===== src/rtl/wdog_pkg.sv =====
package wdog_pkg;

    typedef enum logic [1:0] {
        PS_RUN   = 2'd0,
        PS_HOLD  = 2'd1,
        PS_PULSE = 2'd2
    } pulse_state_t;

    typedef struct packed {
        logic rise;
        logic fall;
    } wd_edge_t;

    typedef struct packed {
        logic expired;
        logic long_forced;
    } wd_timer_t;

    function automatic logic any_edge(input wd_edge_t e);
        return e.rise | e.fall;
    endfunction

    function automatic int cnt_bits(input int max_value);
        return (max_value < 2) ? 1 : $clog2(max_value + 1);
    endfunction

endpackage


===== src/rtl/wdog_sync_edge.sv =====
module wdog_sync_edge
    import wdog_pkg::*;
#(
    parameter int STAGES = 2
) (
    input  logic     clk,
    input  logic     rst,
    input  logic     din,
    output wd_edge_t edge_o
);
    // sh[STAGES-1] is the synchronized level, sh[STAGES] its previous value
    logic [STAGES:0] sh;

    always_ff @(posedge clk) begin
        if (rst) begin
            sh <= '0;
        end else begin
            sh <= {sh[STAGES-1:0], din};
        end
    end

    always_comb begin
        edge_o.rise = sh[STAGES-1] & ~sh[STAGES];
        edge_o.fall = ~sh[STAGES-1] & sh[STAGES];
    end
endmodule


===== src/rtl/wdog_timer.sv =====
module wdog_timer
    import wdog_pkg::*;
#(
    parameter int LONG_TICKS  = 16384,
    parameter int SHORT_TICKS = 1024
) (
    input  logic      clk,
    input  logic      rst,
    input  logic      tick,
    input  logic      hold,
    input  logic      off,
    input  logic      short_sel,
    input  logic      kick,
    output wd_timer_t stat
);
    localparam int CW = cnt_bits(LONG_TICKS);
    localparam logic [CW-1:0] LONG_LAST  = CW'(LONG_TICKS - 1);
    localparam logic [CW-1:0] SHORT_LAST = CW'(SHORT_TICKS - 1);

    logic [CW-1:0] cnt;
    logic          long_forced;
    logic [CW-1:0] last;
    logic          expired;

    always_comb begin
        last    = (short_sel && !long_forced) ? SHORT_LAST : LONG_LAST;
        expired = !hold && !off && !kick && tick && (cnt == last);
    end

    always_ff @(posedge clk) begin
        if (rst || hold) begin
            cnt         <= '0;
            long_forced <= 1'b1;
        end else if (kick) begin
            cnt         <= '0;
            long_forced <= 1'b0;
        end else if (off || expired) begin
            cnt <= '0;
        end else if (tick) begin
            cnt <= cnt + 1'b1;
        end
    end

    always_comb begin
        stat.expired     = expired;
        stat.long_forced = long_forced;
    end
endmodule


===== src/rtl/wdog_pulse.sv =====
module wdog_pulse
    import wdog_pkg::*;
#(
    parameter int PULSE_TICKS = 512
) (
    input  logic clk,
    input  logic rst,
    input  logic tick,
    input  logic low_line,
    input  logic trigger,
    output logic active
);
    localparam int PW = cnt_bits(PULSE_TICKS);
    localparam logic [PW-1:0] PULSE_LAST = PW'(PULSE_TICKS - 1);

    pulse_state_t  st;
    logic [PW-1:0] cnt;

    always_ff @(posedge clk) begin
        if (rst) begin
            st  <= PS_PULSE;
            cnt <= '0;
        end else begin
            unique case (st)
                PS_RUN: begin
                    if (low_line) begin
                        st <= PS_HOLD;
                    end else if (trigger) begin
                        st  <= PS_PULSE;
                        cnt <= '0;
                    end
                end
                PS_HOLD: begin
                    if (!low_line) begin
                        st  <= PS_PULSE;
                        cnt <= '0;
                    end
                end
                PS_PULSE: begin
                    if (low_line) begin
                        st <= PS_HOLD;
                    end else if (tick) begin
                        if (cnt == PULSE_LAST) begin
                            st <= PS_RUN;
                        end else begin
                            cnt <= cnt + 1'b1;
                        end
                    end
                end
                default: st <= PS_PULSE;
            endcase
        end
    end

    assign active = (st != PS_RUN);
endmodule


===== src/rtl/wdog_supervisor.sv =====
module wdog_supervisor
    import wdog_pkg::*;
#(
    parameter int LONG_TICKS  = 16384,
    parameter int SHORT_TICKS = 1024,
    parameter int PULSE_TICKS = 512,
    parameter int SYNC_STAGES = 2
) (
    input  logic clk,
    input  logic rst,
    input  logic tick_en,
    input  logic wd_in,
    input  logic wd_disable,
    input  logic short_sel,
    input  logic low_line,
    output logic rst_n_out,
    output logic fault_n
);
    wd_edge_t  wd_edge;
    wd_timer_t tstat;
    logic      in_reset;
    logic      kick;
    logic      fault_q;

    wdog_sync_edge #(.STAGES(SYNC_STAGES)) u_sync (
        .clk    (clk),
        .rst    (rst),
        .din    (wd_in),
        .edge_o (wd_edge)
    );

    // edges seen while reset is driven are dropped here
    assign kick = any_edge(wd_edge) & ~in_reset;

    wdog_timer #(
        .LONG_TICKS  (LONG_TICKS),
        .SHORT_TICKS (SHORT_TICKS)
    ) u_timer (
        .clk       (clk),
        .rst       (rst),
        .tick      (tick_en),
        .hold      (in_reset),
        .off       (wd_disable),
        .short_sel (short_sel),
        .kick      (kick),
        .stat      (tstat)
    );

    wdog_pulse #(.PULSE_TICKS(PULSE_TICKS)) u_pulse (
        .clk      (clk),
        .rst      (rst),
        .tick     (tick_en),
        .low_line (low_line),
        .trigger  (tstat.expired),
        .active   (in_reset)
    );

    always_ff @(posedge clk) begin
        if (rst || low_line) begin
            fault_q <= 1'b1;
        end else if (tstat.expired) begin
            fault_q <= 1'b0;
        end else if (kick) begin
            fault_q <= 1'b1;
        end
    end

    assign rst_n_out = ~in_reset;
    assign fault_n   = fault_q;
endmodule


===== config.mk =====
export PLATFORM = sky130hd
export DESIGN_NAME = wdog_supervisor
export DESIGN_NICKNAME = d
export VERILOG_FILES = /design/src/rtl/wdog_pkg.sv /design/src/rtl/wdog_sync_edge.sv /design/src/rtl/wdog_timer.sv /design/src/rtl/wdog_pulse.sv /design/src/rtl/wdog_supervisor.sv
export SDC_FILE = /design/constraint.sdc
export NUM_CORES = 1
export LEC_CHECK = 0
export BUFFER_PORTS_ARGS = -buffer_cell sky130_fd_sc_hd__buf_4
export CAP_MARGIN = 20
export CORE_UTILIZATION = 39
export DETAILED_ROUTE_END_ITERATION = 10
export SLEW_MARGIN = 20
export SYNTH_ARGS = -nofsm -noshare
export SYNTH_HDL_FRONTEND = slang
export SYNTH_SLANG_ARGS = --single-unit

===== constraint.sdc =====
create_clock -name clk -period 2.3 [get_ports clk]
set_clock_uncertainty 0.15 [all_clocks]
set_input_delay 0.23 -clock clk [delete_from_list [all_inputs] [get_ports clk]]
set_output_delay 0.23 -clock clk [all_outputs]
set_load 0.01 [all_outputs]

Yosys cells after proc, flatten, opt, wreduce, memory -nomap -nowiden
Cells that the tools add are included.
{ "classes": {"n_addsub": 2, "eq_ne": 13, "mux": 17, "bitwise_logic": 7, "reduce_logical": 19} }
{ "op_table": {"columns": ["cell", "count"], "rows": [
  ["$mux W10", 6],
  ["$pmux W10 S3", 1],
  ["$add A15 B1 Y15 const B", 1],
  ["$eq A15 B15 Y1", 1],
  ["$mux W14", 1],
  ["$mux W2", 6],
  ["$ne A2 B2 Y1 const B", 6],
  ["$add A10 B1 Y10 const B", 1],
  ["$eq A10 B9 Y1 const B", 1],
  ["$reduce_and A7 Y1", 1],
  ["$ne A3 B3 Y1 const B", 2],
  ["$pmux W2 S3", 1],
  ["$logic_and A1 B1 Y1", 5],
  ["$logic_not A1 Y1", 4],
  ["$reduce_and A4 Y1", 1],
  ["$reduce_bool A2 Y1", 2],
  ["$and A1 B1 Y1", 3],
  ["$logic_or A1 B1 Y1", 3],
  ["$ne A3 B2 Y1 const B", 1],
  ["$not A1 Y1", 3],
  ["$reduce_bool A3 Y1", 1],
  ["$reduce_or A3 Y1", 1],
  ["$eq A2 B1 Y1 const B", 1],
  ["$eq A2 B2 Y1 const B", 1],
  ["3 further kinds", 4]
]} }
{ "totals": {"regBits": 32, "out_inout_bits": 2, "wordCells": 64} }

Depth between registers and ports, before layout
{ "logic_depth": {"word_depth": 11, "mapped_depth": 7, "mapped_depth_nobuf": 6} }

By module
Synthesis repeated with hierarchy kept, for this count alone.
{ "hier_totals": {"cells_unflattened": 181, "hier_area_um2": 1610.3} }
{ "modules_own_cells": {"columns": ["mod", "n_inst", "cells_per_inst", "area_per_inst_um2"], "rows": [
  ["wdog_timer", 1, 87, 764.5],
  ["wdog_pulse", 1, 79, 704.4],
  ["wdog_sync_edge", 1, 8, 91.3],
  ["wdog_supervisor", 1, 7, 50.0]
]} }

Worst setup path before layout
OpenSTA, ideal clock, no wires.
{ "synth_timing": {"kind": "register to register", "from": "reg u_pulse.cnt[0]", "to": "reg u_pulse.cnt[3]", "setup_time_ns": 0.122, "arrival_time_ns": 1.650, "t_required_ns": 2.028, "path_slack_ns": 0.378, "stages_incl_launch_ff": 7, "path_buffers": 0, "synth_period_minus_slack_ns": 1.922, "path_cell_list": "dfxtp_1 -> ha_1 -> nand3_1 -> o31ai_4 -> a21boi_4 -> a21oi_1 -> a311o_1"} }
{ "synth_between": {"elab_chain_cells": 5} }
{ "synth_lines": {"columns": ["item", "line", "source"], "rows": [
  ["start: declaration", "wdog_pulse.sv:17", "logic [PW-1:0] cnt;"],
  ["start signal: assignment", "wdog_pulse.sv:46", "cnt <= cnt + 1'b1;"],
  ["$add A10 B1 Y10", "wdog_pulse.sv:46", null],
  ["$mux W10", "wdog_pulse.sv:43", "if (cnt == PULSE_LAST) begin"],
  ["$mux W10", "wdog_pulse.sv:42", "end else if (tick) begin"],
  ["$mux W10", "wdog_pulse.sv:40", "if (low_line) begin"],
  ["$pmux W10 S3", "wdog_pulse.sv:24", "unique case (st)"]
]} }
Several ways; a longest one is shown, not always the timed one. The select of a mux whose other input is x is not followed.
A chain may end at the register's enable or synchronous reset.

Worst setup path in the final report
Same ends and word-level chain as after synthesis.

==> metrics <==
status=finished, final reports clean; row cnt=22; Hold Buf Count CTS=0; Max IR drop VDD=roughly 0.48 mV; Tmin final=2.18 ns; setup TNS=0 ns; CTS root buf=clkbuf_8; Post-synth EDFFs=0; clock buffer depth=2; required time worst endpoint=roughly 2.3 ns; post-synth top area share=40.8%; largest net degree at the start of global routing=16; clk_lat worst skew=around 0.28 ns; sequential-to-total area share from yosys stat=between 40% and 50%; final cell count without fillers=between 200 and 250; detailed placer's ending HPWL=~2.2 mm; Mapped Cells=between 150 and 200; core region area=3770 um2; initial antenna violation count=0; vias in the first global route=1197; mapped cell area=between 1500 and 2000 um2; share of cells above drive strength 1=~17%; fill count=around 340; GR Util All Layers=roughly 17%; H-Tree Depth=2; Internal=a little over 0.9 mW; Placer Congestion=0.776; Net Sw Frac=a little under a quarter; startpoint types=flip-flop; synthesis-to-layout area growth=15.6%; Pre-antenna DRT Iters=4; wire length per cell=13.4 um; Post-CTS Resized=0; number of synthesized register bits=32; # diodes=0; Post-synth ARST share=0%; measured slew at the worst slew-check pin=around 0.43 ns; drc violations=0; P_leak=0.662 nW; Sink Count=32; Max-Cap Viols=0; clock slew at reported path FFs=around 0.060 ns; combinational power share=approximately 6.8%; I/O pins=9; synthesis warning total=0; critical path arrival=2.19 ns; first-pass GRT wire length=roughly 5.6 mm; DR vias/cell=roughly 5.5; post-route ant nets=0; clock power share=between 40% and 50%; Initial Utilization=41.6%; postcts setup bufs=0; synth top area cells=dfxtp_1, nor2_1, xor2_1; NumNets Final=between 150 and 200; routed wire length=between 3 and 4 mm; Seq pwr share=approximately 48%; Fmax=around 460 MHz; final setup fails=0; clock tree from TritonCTS=done; period utilization=94.6%; largest area contributor in the netlist=dfxtp_1; Synth Area per Inst=9.02 um2; Slew HR=between 70% and 80%; Crit Path Class=flip-flop to flip-flop; Synth cell types=between 40 and 50; cell area power density=between 600 and 700 nW/um2; die width=roughly 65 um; cts bufs inserted=5; CP endpoint kind=flip-flop; GRT overflow=0; Most used DFF post-synth=dfxtp_1; Pins Over Slew Limit=0; number of hold violations in the final report=0; Pwr Total=1.18 mW; die footprint=about 4300 um2; Syn Nets=about 180; Hold Path Class=primary input to flip-flop; Via Count=around 1300; placed cell count=around 230; RSZ-0062 raised after global routing=false; Chip Height=roughly 65 um; Sw Pwr=between 0.2 and 0.3 mW; first-iteration detailed-routing DRC count=62; Port Buffer Count=8; CP max FO=5
[path summary, 6_finish.rpt]
| check | from | to | slack (ns) | cells past startpoint |
|---|---|---|---|---|
| worst max-delay path | u_pulse.cnt[0]$_SDFFE_PP0P_ | u_pulse.cnt[3]$_SDFFE_PP0P_ | 0.12 | 7 |
| worst min-delay path | wd_in | u_sync.sh[0]$_SDFF_PP0_ | 0.02 | 2 |
| worst min register to register | u_timer.long_forced$_SDFFE_PP1P_ | u_timer.long_forced$_SDFFE_PP1P_ | 0.29 | 2 |
| worst max register to register | u_pulse.cnt[0]$_SDFFE_PP0P_ | u_pulse.cnt[3]$_SDFFE_PP0P_ | 0.12 | 7 |
[state kept, by name, indices dropped and copies added, names as in the netlist]
signal               flops
u_timer.cnt             15
u_pulse.cnt             10
u_sync.sh                3
u_pulse.st               2
fault_n                  1
u_timer.long_forced      1
[layer usage]
layer / global-route usage (%) / up-vias / part of all wire, %
li1: - / 655 / -
met1: 22.7 / 614 / 49
met2: 27.2 / 22 / 46
met3: 4.69 / 7 / 3.6
met4: 7.34 / 0 / 1.7
met5: 0 / - / 0
[Yosys cell counts (2+ instances only)]
| master | count |
|---|---|
| a21oi_1 | 3 |
| a311oi_1 | 3 |
| a31oi_1 | 6 |
| and3_1 | 3 |
| and4_1 | 2 |
| and4bb_2 | 2 |
| buf_2 | 2 |
| clkbuf_1 | 2 |
| dfxtp_1 | 32 |
| ha_1 | 2 |
| inv_1 | 4 |
| nand2_1 | 15 |
| nand2b_1 | 2 |
| nand3_1 | 11 |
| nand4_1 | 7 |
| nor2_1 | 28 |
| nor2b_1 | 6 |
| nor3_1 | 3 |
| o21ai_0 | 5 |
| xnor2_1 | 6 |
| xor2_1 | 9 |
[worst max-delay path, stage by stage, from the launching register on]
cell      delay [ns]
dfxtp_1         0.35
ha_1            0.24
nand3_1         0.19
o31ai_4         0.35
a21boi_4        0.30
buf_4           0.16
a21oi_1         0.05
a311o_1         0.27
[cell usage in the layout, fill, tap and decap left out, drive strengths merged, types with 4 or more instances in the layout]
cell | synthesis | layout
a31oi | 6 | 6
buf | 3 | 13
clkbuf | 2 | 5
dfxtp | 32 | 32
inv | 4 | 4
nand2 | 16 | 16
nand3 | 12 | 12
nand4 | 8 | 8
nor2 | 28 | 28
nor2b | 6 | 6
nor3 | 4 | 4
o21ai | 5 | 5
xnor2 | 6 | 6
xor2 | 9 | 9
[power by group through the flow]
stage	sequential [mW]	clock (mW)	combinational, mW
2_1_floorplan	0.576	0	0.0509
3_3_place_gp	0.578	0	0.0745
3_5_place_dp	0.579	0	0.0749
4_1_cts	0.566	0.546	0.0756
5_1_grt	0.567	0.574	0.0885
6_report	0.566	0.536	0.0799
[cell families (layout without fill, tap and decap cells)]
family / count (synthesis) / count (layout) / share of synthesized area [%]
and+or+nand+nor: 89 / 89 / 32.0
DFF: 32 / 32 / 40.8
AOI/OAI and AO/OA: 25 / 25 / 12.6
xor gates and xnor gates: 15 / 15 / 8.37
buffers and inverters: 9 / 25 / 2.55
adders and majority gates: 2 / 2 / 1.59
muxes: 2 / 2 / 2.07
[metrics by stage]
stage | instance area, um2 | worst slack, ns | hold WS (ns) | utilization [%]
after global routing | 1810 | 0.0218 | 0.0207 | 48.1
after global placement | 1690 | 0.240 | 0.286 | 44.7
after floorplan | 1570 | 0.378 | 0.179 | -
final | 1810 | 0.123 | 0.0180 | 48.1
after detailed placement | 1690 | 0.207 | 0.289 | 44.7
after CTS | 1800 | 0.185 | 0.0170 | 47.7
[area by class of cell]
| cell class | instances | area [um2] | share of cell area (%) |
|---|---|---|---|
| Clock inverter | 3 | 42.5 | 2.35 |
| Multi-Input combinational cell | 133 | 888 | 49.0 |
| Sequential cell | 32 | 641 | 35.3 |
| Timing Repair Buffer | 13 | 97.6 | 5.38 |
| Tap cell | 48 | 60.1 | 3.31 |
| Inverter | 4 | 15.0 | 0.828 |
| Clock buffer | 5 | 68.8 | 3.80 |
No activity file was read; power rests on OpenSTA's default activity.
